File: src/rtl/ec_pkg.sv
`timescale 1ns/1ps
package ec_pkg;
  // byte offsets inside the register region
  localparam int OFF_PEND   = 'h00;
  localparam int OFF_MASK   = 'h04;
  localparam int OFF_ACTIVE = 'h08;
  localparam int OFF_CTRL   = 'h0C;
  localparam int OFF_RET    = 'h10;
  // control register fields
  localparam int CTRL_GIE   = 0;
  localparam int CTRL_SNEST = 2;

  typedef enum logic [2:0] {
    SEL_PEND, SEL_MASK, SEL_ACTIVE, SEL_CTRL, SEL_RET, SEL_NONE
  } reg_sel_e;
endpackage

File: src/rtl/ec_prio.sv
`timescale 1ns/1ps
module ec_prio #(
  parameter int N = 16,
  localparam int IW = $clog2(N)
) (
  input  logic [N-1:0]  vec_i,
  output logic          hit_o,
  output logic [IW-1:0] idx_o
);
  // lowest set index wins
  always_comb begin
    hit_o = 1'b0;
    idx_o = '0;
    for (int i = N - 1; i >= 0; i--) begin
      if (vec_i[i]) begin
        hit_o = 1'b1;
        idx_o = IW'(i);
      end
    end
  end
endmodule

File: src/rtl/ec_vec_table.sv
`timescale 1ns/1ps
module ec_vec_table #(
  parameter int DEPTH = 16,
  parameter int DW    = 32,
  localparam int IW   = $clog2(DEPTH)
) (
  input  logic          clk,
  input  logic          we_i,
  input  logic [IW-1:0] waddr_i,
  input  logic [DW-1:0] wdata_i,
  input  logic          re_a_i,
  input  logic [IW-1:0] raddr_a_i,
  output logic [DW-1:0] rdata_a_o,
  input  logic [IW-1:0] raddr_b_i,
  output logic [DW-1:0] rdata_b_o
);
  logic [DW-1:0] mem [DEPTH];

  always_ff @(posedge clk) begin
    if (we_i) mem[waddr_i] <= wdata_i;
  end

  always_ff @(posedge clk) begin
    if (re_a_i) rdata_a_o <= mem[raddr_a_i];
  end

  always_ff @(posedge clk) begin
    rdata_b_o <= mem[raddr_b_i];
  end
endmodule

File: src/rtl/evt_ctrl.sv
`timescale 1ns/1ps
module evt_ctrl
  import ec_pkg::*;
#(
  parameter int LVLS = 16,
  parameter int AW   = 32,
  parameter int RA_W = 7,
  localparam int LW  = $clog2(LVLS)
) (
  input  logic            clk,
  input  logic            rst,
  input  logic [LVLS-1:0] req_i,
  input  logic            raise_i,
  input  logic [LW-1:0]   raise_lvl_i,
  input  logic            rti_i,
  input  logic [AW-1:0]   ret_addr_i,
  input  logic            nest_en_i,
  input  logic            wr_en_i,
  input  logic [RA_W-1:0] wr_addr_i,
  input  logic [AW-1:0]   wr_data_i,
  input  logic [RA_W-1:0] rd_addr_i,
  output logic [AW-1:0]   rd_data_o,
  output logic            take_o,
  output logic [LW-1:0]   take_lvl_o,
  output logic [AW-1:0]   take_vec_o,
  output logic            resume_o,
  output logic [AW-1:0]   resume_addr_o
);
  localparam int VB = RA_W - 1;   // address bit selecting the vector table

  function automatic reg_sel_e decode(input logic [RA_W-1:0] a);
    if (a[VB])                          return SEL_NONE;
    if (a[VB-1:0] == VB'(OFF_PEND))     return SEL_PEND;
    if (a[VB-1:0] == VB'(OFF_MASK))     return SEL_MASK;
    if (a[VB-1:0] == VB'(OFF_ACTIVE))   return SEL_ACTIVE;
    if (a[VB-1:0] == VB'(OFF_CTRL))     return SEL_CTRL;
    if (a[VB-1:0] == VB'(OFF_RET))      return SEL_RET;
    return SEL_NONE;
  endfunction

  logic [LVLS-1:0] pend_q, mask_q, isr_q;
  logic [AW-1:0]   ret_q;
  logic            gie_q, sn_q;

  // ---------------- priority resolution ----------------
  logic          pend_hit, act_hit;
  logic [LW-1:0] pend_lvl, act_lvl;

  ec_prio #(.N(LVLS)) u_pend_prio (
    .vec_i (pend_q & mask_q),
    .hit_o (pend_hit),
    .idx_o (pend_lvl)
  );

  ec_prio #(.N(LVLS)) u_act_prio (
    .vec_i (isr_q),
    .hit_o (act_hit),
    .idx_o (act_lvl)
  );

  logic ent_ok, preempt, self_ok, take_now;
  always_comb begin
    ent_ok   = gie_q | (nest_en_i & act_hit);
    preempt  = !act_hit || (pend_lvl < act_lvl);
    self_ok  = sn_q && act_hit && (pend_lvl == act_lvl);
    take_now = !rti_i && pend_hit && ent_ok && (preempt || self_ok);
  end

  // ---------------- write decode ----------------
  reg_sel_e wsel;
  logic     wr_vec;
  always_comb begin
    wsel   = wr_en_i ? decode(wr_addr_i) : SEL_NONE;
    wr_vec = wr_en_i && wr_addr_i[VB];
  end

  logic [LVLS-1:0] raise_bits, take_bits, act_bits, pend_base;
  always_comb begin
    raise_bits = raise_i  ? (LVLS'(1) << raise_lvl_i) : '0;
    take_bits  = take_now ? (LVLS'(1) << pend_lvl)    : '0;
    act_bits   = LVLS'(1) << act_lvl;
    pend_base  = (wsel == SEL_PEND) ? wr_data_i[LVLS-1:0] : pend_q;
  end

  // ---------------- state ----------------
  always_ff @(posedge clk) begin
    if (rst) begin
      pend_q <= '0;
      mask_q <= '0;
      isr_q  <= '0;
      ret_q  <= '0;
      gie_q  <= 1'b1;
      sn_q   <= 1'b0;
    end else begin
      pend_q <= (pend_base & ~take_bits) | raise_bits | req_i;
      if (wsel == SEL_MASK) mask_q <= wr_data_i[LVLS-1:0];

      if (take_now)
        isr_q <= isr_q | take_bits;
      else if (rti_i && !ret_q[0] && act_hit)
        isr_q <= isr_q & ~act_bits;

      if (take_now)
        ret_q <= (ret_addr_i & ~AW'(1)) | AW'(self_ok);
      else if (wsel == SEL_RET)
        ret_q <= wr_data_i;

      if (take_now)             gie_q <= 1'b0;
      else if (rti_i)           gie_q <= 1'b1;
      else if (wsel == SEL_CTRL) gie_q <= wr_data_i[CTRL_GIE];

      if (wsel == SEL_CTRL) sn_q <= wr_data_i[CTRL_SNEST];
    end
  end

  // ---------------- vector table ----------------
  logic [AW-1:0] vec_b;

  ec_vec_table #(.DEPTH(LVLS), .DW(AW)) u_vec (
    .clk       (clk),
    .we_i      (wr_vec),
    .waddr_i   (wr_addr_i[LW+1:2]),
    .wdata_i   (wr_data_i),
    .re_a_i    (take_now),
    .raddr_a_i (pend_lvl),
    .rdata_a_o (take_vec_o),
    .raddr_b_i (rd_addr_i[LW+1:2]),
    .rdata_b_o (vec_b)
  );

  // ---------------- event outputs ----------------
  always_ff @(posedge clk) begin
    if (rst) begin
      take_o        <= 1'b0;
      take_lvl_o    <= '0;
      resume_o      <= 1'b0;
      resume_addr_o <= '0;
    end else begin
      take_o   <= take_now;
      resume_o <= rti_i;
      if (take_now) take_lvl_o <= pend_lvl;
      if (rti_i)    resume_addr_o <= {ret_q[AW-1:1], 1'b0};
    end
  end

  // ---------------- read port ----------------
  logic [AW-1:0] reg_rd_q;
  logic          vec_rd_q;

  always_ff @(posedge clk) begin
    if (rst) begin
      reg_rd_q <= '0;
      vec_rd_q <= 1'b0;
    end else begin
      vec_rd_q <= rd_addr_i[VB];
      unique case (decode(rd_addr_i))
        SEL_PEND:   reg_rd_q <= AW'(pend_q);
        SEL_MASK:   reg_rd_q <= AW'(mask_q);
        SEL_ACTIVE: reg_rd_q <= AW'(isr_q);
        SEL_CTRL:   reg_rd_q <= AW'({sn_q, 1'b0, gie_q});
        SEL_RET:    reg_rd_q <= ret_q;
        default:    reg_rd_q <= '0;
      endcase
    end
  end

  assign rd_data_o = vec_rd_q ? vec_b : reg_rd_q;

  // ---------------- assertions ----------------
  for (genvar L = 0; L < LVLS; L++) begin : g_lvl_chk
    AST_TAKE_UNMASKED: assert property (@(posedge clk) disable iff (rst)
      (take_o && take_lvl_o == LW'(L)) |-> $past(mask_q[L]));
    AST_ACTIVE_ON_TAKE: assert property (@(posedge clk) disable iff (rst)
      (take_o && take_lvl_o == LW'(L)) |-> isr_q[L]);
    AST_FRESH_ENTRY_LSB: assert property (@(posedge clk) disable iff (rst)
      (take_o && take_lvl_o == LW'(L) && !$past(isr_q[L])) |-> !ret_q[0]);
    AST_SELF_ENTRY: assert property (@(posedge clk) disable iff (rst)
      (take_o && take_lvl_o == LW'(L) && $past(isr_q[L])) |-> ($past(sn_q) && ret_q[0]));
  end

  AST_GIE_DROP: assert property (@(posedge clk) disable iff (rst)
    take_o |-> !gie_q);
  AST_KEEP_ON_LSB: assert property (@(posedge clk) disable iff (rst)
    (resume_o && $past(ret_q[0])) |-> (isr_q == $past(isr_q)));
  AST_RESUME_EVEN: assert property (@(posedge clk) disable iff (rst)
    resume_o |-> !resume_addr_o[0]);
  AST_ONE_EVENT: assert property (@(posedge clk) disable iff (rst)
    $onehot0({take_o, resume_o}));
endmodule

File: config.mk
export PLATFORM = sky130hd
export DESIGN_NAME = evt_ctrl
export DESIGN_NICKNAME = d
export VERILOG_FILES = /design/src/rtl/ec_pkg.sv /design/src/rtl/ec_prio.sv /design/src/rtl/ec_vec_table.sv /design/src/rtl/evt_ctrl.sv
export SDC_FILE = /design/constraint.sdc
export NUM_CORES = 1
export LEC_CHECK = 0
export CAP_MARGIN = 40
export CORE_UTILIZATION = 57
export DETAILED_ROUTE_END_ITERATION = 16
export HOLD_SLACK_MARGIN = 0.12
export PLACE_DENSITY = 0.86
export REMOVE_ABC_BUFFERS = 1
export SYNTH_ARGS = -nofsm -noshare
export SYNTH_HDL_FRONTEND = slang
export SYNTH_HIERARCHICAL = 1
export SYNTH_SLANG_ARGS = --single-unit
File: constraint.sdc
create_clock -name clk -period 6.3 [get_ports clk]
set_input_delay 1.89 -clock clk [delete_from_list [all_inputs] [get_ports clk]]
set_output_delay 1.89 -clock clk [all_outputs]
set_load 0.01 [all_outputs]
Word-level counts from Yosys, hierarchy flattened
Memories as Yosys holds them, arrays and structs flattened. A register that Yosys moved wholly into a read port is not among the register bits. Index checks and enable logic that the tools add are counted.

Register bits: 152. Latch bits: 0. Memory bits (writable): 512. Memory bits (read-only): 0. Input port bits: 104. Output and inout port bits: 102. Logic and storage cells: 220. Memories kept: 1.

Memory list: u_vec.mem (words 16, bits a word 32, read ports 2, clocked after Yosys merged registers in 2, wr ports 1, RTL line ec_vec_table.sv:17) `logic [DW-1:0] mem [DEPTH];`.

$add $sub $neg: 0. $mul: 0. Div/mod/pow operators: 0. $lt $le $gt $ge: 1. Eq/ne operators: 16. Shift operators: 3. Multiplexer cells: 156. Bitwise gates (word level): 11. Reduce and logical (&&, ||, !) cells: 20.

Operators with widths (count): $pmux 32 s5 (1); $mux 4 (32); $mux 32 (3); $mux 3 (30); $mux 1 (85); $mux 16 (5); $and 16x16->16 (3); $or 16x16->16 (3); $shl 1x4->16 const A (3); $not 16->16 (2); $or 32x1->32 (1); $eq 6x4->1 const B (4); $eq 6x3->1 const B (2); $eq 6x5->1 const B (2); $logic_not 6->1 (2); $eq 3x2->1 const B (3); $logic_and 1x1->1 (8); $eq 3x1->1 const B (2); $eq 3x3->1 const B (2); $logic_not 3->1 (2); $eq 4x4->1 (1); $lt 4x4->1 (1); $reduce_bool 2->1 (2); $logic_not 1->1 (3); other kinds (4) (5).

Logic depth before layout (Yosys ltp)
Word-level depth: 31. Mapped depth: 14.

Hierarchy
Netlist, hierarchy kept.

Modules (own cells, without submodules): ec_vec_table (instances 1, cells each 1141, area an instance 24541.0 um2, sequential area each 16976.3 um2); evt_ctrl (instances 1, cells each 736, area an instance 7048.0 um2, sequential area each 3042.9 um2); ec_prio (instances 2, cells each 33, area an instance 178.9 um2, sequential area each 0.0 um2).

Least setup slack after synthesis
No wires, ideal clock.

Kind: input to register. Start: in wr_addr_i[6]. End: mem u_vec.mem[0][0], enable pin. Setup time: 0.461 ns. Data arrival time: 4.752 ns. Required time: 5.839 ns. Slack: 1.087 ns. Stages on the path: 3. Buffers on the path: 0. Cells stage by stage: and2_1 or3b_2 nor3_1.

Cells in the longest elaborated chain, start to end: 3.

RTL lines: start, declared (RTL line evt_ctrl.sv:19) `input logic [RA_W-1:0] wr_addr_i,`; $logic_and 1x1->1 (RTL line evt_ctrl.sv:74) `wr_vec = wr_en_i && wr_addr_i[VB];`; $mux 1 (RTL line ec_vec_table.sv:20) `if (we_i) mem[waddr_i] <= wdata_i;`; $mux 1 (not written as such) (RTL line ec_vec_table.sv:20); end, declared (RTL line ec_vec_table.sv:17).

No other way between the ends.

Final worst setup path
Start: in wr_addr_i[3]. End: reg ret_q[24].

Cells in the longest elaborated chain, start to end: 16. Elaborated cells on any way between the ends: 40. Classes of those cells: 5 x eq/ne; 33 x mux; 2 x reduce/logical.

RTL lines: $eq 6x5->1 / $logic_not 6->1 (equally long branches) (RTL line evt_ctrl.sv:37, evt_ctrl.sv:33); $mux 1 / $mux 3 (equally long branches) (2 in series) (RTL line evt_ctrl.sv:37, evt_ctrl.sv:33); $mux 1 / $mux 3 (equally long branches) (RTL line evt_ctrl.sv:36, evt_ctrl.sv:34); $mux 1 / $mux 3 (equally long branches) (RTL line evt_ctrl.sv:35) `if (a[VB-1:0] == VB'(OFF_ACTIVE)) return SEL_ACTIVE;`; $mux 1 / $mux 3 (equally long branches) (RTL line evt_ctrl.sv:34, evt_ctrl.sv:36); $mux 1 / $mux 3 (equally long branches) (RTL line evt_ctrl.sv:33, evt_ctrl.sv:37); $mux 3 (RTL line evt_ctrl.sv:38) `return SEL_NONE;`; $mux 3 (RTL line evt_ctrl.sv:37) `if (a[VB-1:0] == VB'(OFF_RET)) return SEL_RET;`; $mux 3 (RTL line evt_ctrl.sv:36) `if (a[VB-1:0] == VB'(OFF_CTRL)) return SEL_CTRL;`; $mux 3 (RTL line evt_ctrl.sv:35); $mux 3 (*) (RTL line evt_ctrl.sv:34) `if (a[VB-1:0] == VB'(OFF_MASK)) return SEL_MASK;`; $mux 3 (*) (RTL line evt_ctrl.sv:33) `if (a[VB-1:0] == VB'(OFF_PEND)) return SEL_PEND;`; $mux 3 (*) (RTL line evt_ctrl.sv:73) `wsel = wr_en_i ? decode(wr_addr_i) : SEL_NONE;`; $eq 3x3->1 (*) (RTL line evt_ctrl.sv:105) `else if (wsel == SEL_RET)`; $reduce_bool 2->1 (no source line) (*); end signal, assigned (RTL line evt_ctrl.sv:104) `ret_q <= (ret_addr_i & ~AW'(1)) | AW'(self_ok);`; end signal, assigned (RTL line evt_ctrl.sv:106) `ret_q <= wr_data_i;`; end, declared (RTL line evt_ctrl.sv:42) `logic [AW-1:0] ret_q;`.

Every way passes the cells marked *; elsewhere a longest branch is shown, timed or not. The select of a mux whose other input is x is not followed. A chain may end at the register's enable or synchronous reset.

==> results.txt <==
Row count - 86
CP required - 6790 ps
Fin. Hold Viols - 0
Die width - 239 µm
FMAX - 225 MHz
Avg WL per Cell - 32.4 µm
Hold WS - 485 ps
Main area contributors after synthesis - edfxtp_1 (51%), mux4_2 (18%), dfxtp_1 (12%)
CTS buffer count - 73
CP max FO - 15
Most frequent cells in the layout - edfxtp_1 (544), mux4_2 (258), clkdlybuf4s50_1 (199), dfxtp_1 (183), a22oi_1 (142)
Global placement routability congestion - 0.939
Worst hold path class - reg2reg
Max clock buf depth - 3
Ports - 206
Post-Syn Area per Cell - 16.4 µm²
Share of the synthesized area in the top cell type - 0.511
Reg clk slew, reported paths - 60 ps
Worst Tran Pin Value - 1010 ps
Most used flip-flop cell after synthesis - edfxtp_1
Synthesis-to-finish area growth - 17.4%
Cells after Synth - 1943
CP arrival - 4930 ps
Status - complete, no violations
Drc violations - 0
Count of different cell masters after synthesis - 46
Starting Density - 0.579
First-pass DRT Iterations - 6
Fill cell count - 3400
Initial antenna violation count - 3
# resized after CTS - 0
Mapped Area - 31900 µm²
Worst Path Class, Setup - in2reg
Commonest non-fill, non-tap cell in the layout - edfxtp_1
Setup Buffers After CTS - 0
Synth async-reset ratio - 0
GRT Total Usage - 0.340
Pin count of the biggest net entering global routing - 99
#FFs+latches synth - 728
Final instance area - 37500 µm²
Number of global-route vias before repair - 21713
DRT Wirelength - 95700 µm
Multi-input gate area - 11400 µm²
Slew headroom - 0.323
Vias - 20857
CTS root buffer - clkbuf_16
Fraction of layout cells with a size suffix above 1 - 0.241
CTS tree - done
Clk sinks - 728
ANT nets after route - 0
Clock latency on the worst-skew pair - 610 ps
Register area - 20000 µm²
EDFF count, synth - 544
Die area - 57000 µm²
CORE AREA - 55200 µm²
Post-place instance area - 35000 µm²
Final Cycle Share - 0.706
Worst VDD drop - 210 µV
CTS Hold Bufs - 0
DP HPWL - 55400 µm
PD cells - 272 nW/µm²
Final nets - 2256
Final Skew - 29.1 ps
Die H - 239 µm
Yosys warnings - 6
Post-synthesis sequential area ratio - 0.627
RSZ-0062 raised after global routing - no
H-tree levels - 3
GR Overflow Total - 0
Leakage - 12.4 nW
Vias/cell - 7.05
CP Capture Type - flip-flop
Buffers on Ports - 203
Slew Limit Fails - 0
Final Setup Violations - 0
DRT iter0 DRCs - 3185
Tmin final - 4450 ps
Maxcap violations - 0
Largest area contributor in the netlist - edfxtp_1
Total chip power - 0.0102 W
First-pass GRT wire length - 140000 µm
Critical Path Start Type - input pin
-- synthesized netlist by cell type, types with 4 or more instances --
library cell,instances
buf_1,23
buf_4,25
clkbuf_1,57
nor2_1,108
nand3_1,17
inv_1,13
a22oi_1,142
o22ai_1,18
and2_1,49
ha_1,4
a21oi_1,53
buf_6,6
mux2_2,49
nand2_1,86
a211oi_1,31
nand4_1,9
a31oi_1,10
buf_2,27
nor3_1,39
nor2b_1,16
o21ai_0,19
o21a_1,16
and3_1,5
nor4_2,7
edfxtp_1,544
nand2b_1,6
mux4_2,258
dfxtp_1,184
mux2i_1,94
-- area by class of cell --
cell class                 count  share of cell area
tap                          748              0.0250
antenna                        3            0.000200
clock buffer                 108              0.0574
sequential                   728               0.534
multi-input combinational   1064               0.304
clock inverter                26             0.00594
timing repair buffer         268              0.0726
inverter                      13             0.00130
-- stage by stage --
stage	std cells	TNS, ps	utilization	setup slack (ps)
floorplan	1805	-1284090	-	-11180
global placement	2807	0	0.631	1590
global route	2957	0	0.679	1900
detailed placement	2817	0	0.635	1470
CTS	2951	0	0.678	1970
finish	2958	0	0.679	1850
-- sequential cells by signal, indices dropped and copies added, names as in the netlist --
register and flops:
resume_addr_o 31, isr_q 16, take_o 1, resume_o 1
vec_rd_q 1, mask_q 16, sn_q 1, u_vec/mem 512
take_lvl_o 4, u_vec/rdata_a_o 32, pend_q 16, u_vec/rdata_b_o 32
ret_q 32, gie_q 1, reg_rd_q 32
-- kinds of logic (layout without fill, tap and decap cells) --
family | count (synthesis) | in the layout | share of synthesized area
buffers and inverters | 151 | 415 | 0.0231
other | 1 | 4 | 0.000117
AND/OR/NAND/NOR | 359 | 359 | 0.0560
flip-flops | 728 | 728 | 0.627
adder cells (fa/ha/maj) | 4 | 4 | 0.00157
multiplexers | 401 | 401 | 0.229
AO/OA/AOI/OAI | 299 | 299 | 0.0639
-- critical path: stages --
cell	delay, ps
clkdlybuf4s50_1	730
nor4_2	430
nand4_1	760
buf_4	580
mux2i_1	190
a211oi_1	340
-- final timing paths --
check / start / end / slack (ps) / cells past startpoint
setup / recovery: wr_addr_i[3] / ret_q[24] / 1850 / 6
hold / removal: ret_q[18] / reg_rd_q[18] / 480 / 1
setup reg to reg: mask_q[15] / u_vec/rdata_a_o[7] / 2180 / 9
hold reg to reg: ret_q[18] / reg_rd_q[18] / 480 / 1
-- per-layer routing --
layer,routed length (µm),GRT usage,vias up
met3,11600,0.0857,407
met2,45800,0.544,1759
met4,6090,0.205,0
met1,32100,0.421,10376
met5,0,0,-
li1,-,-,8315
-- power breakdown --
group	internal (W)	switching (W)
Clock	0.00250	0.00184
Combinational	0.000259	0.000329
Sequential	0.00522	0.0000395
(Power assumes the default switching activity.)
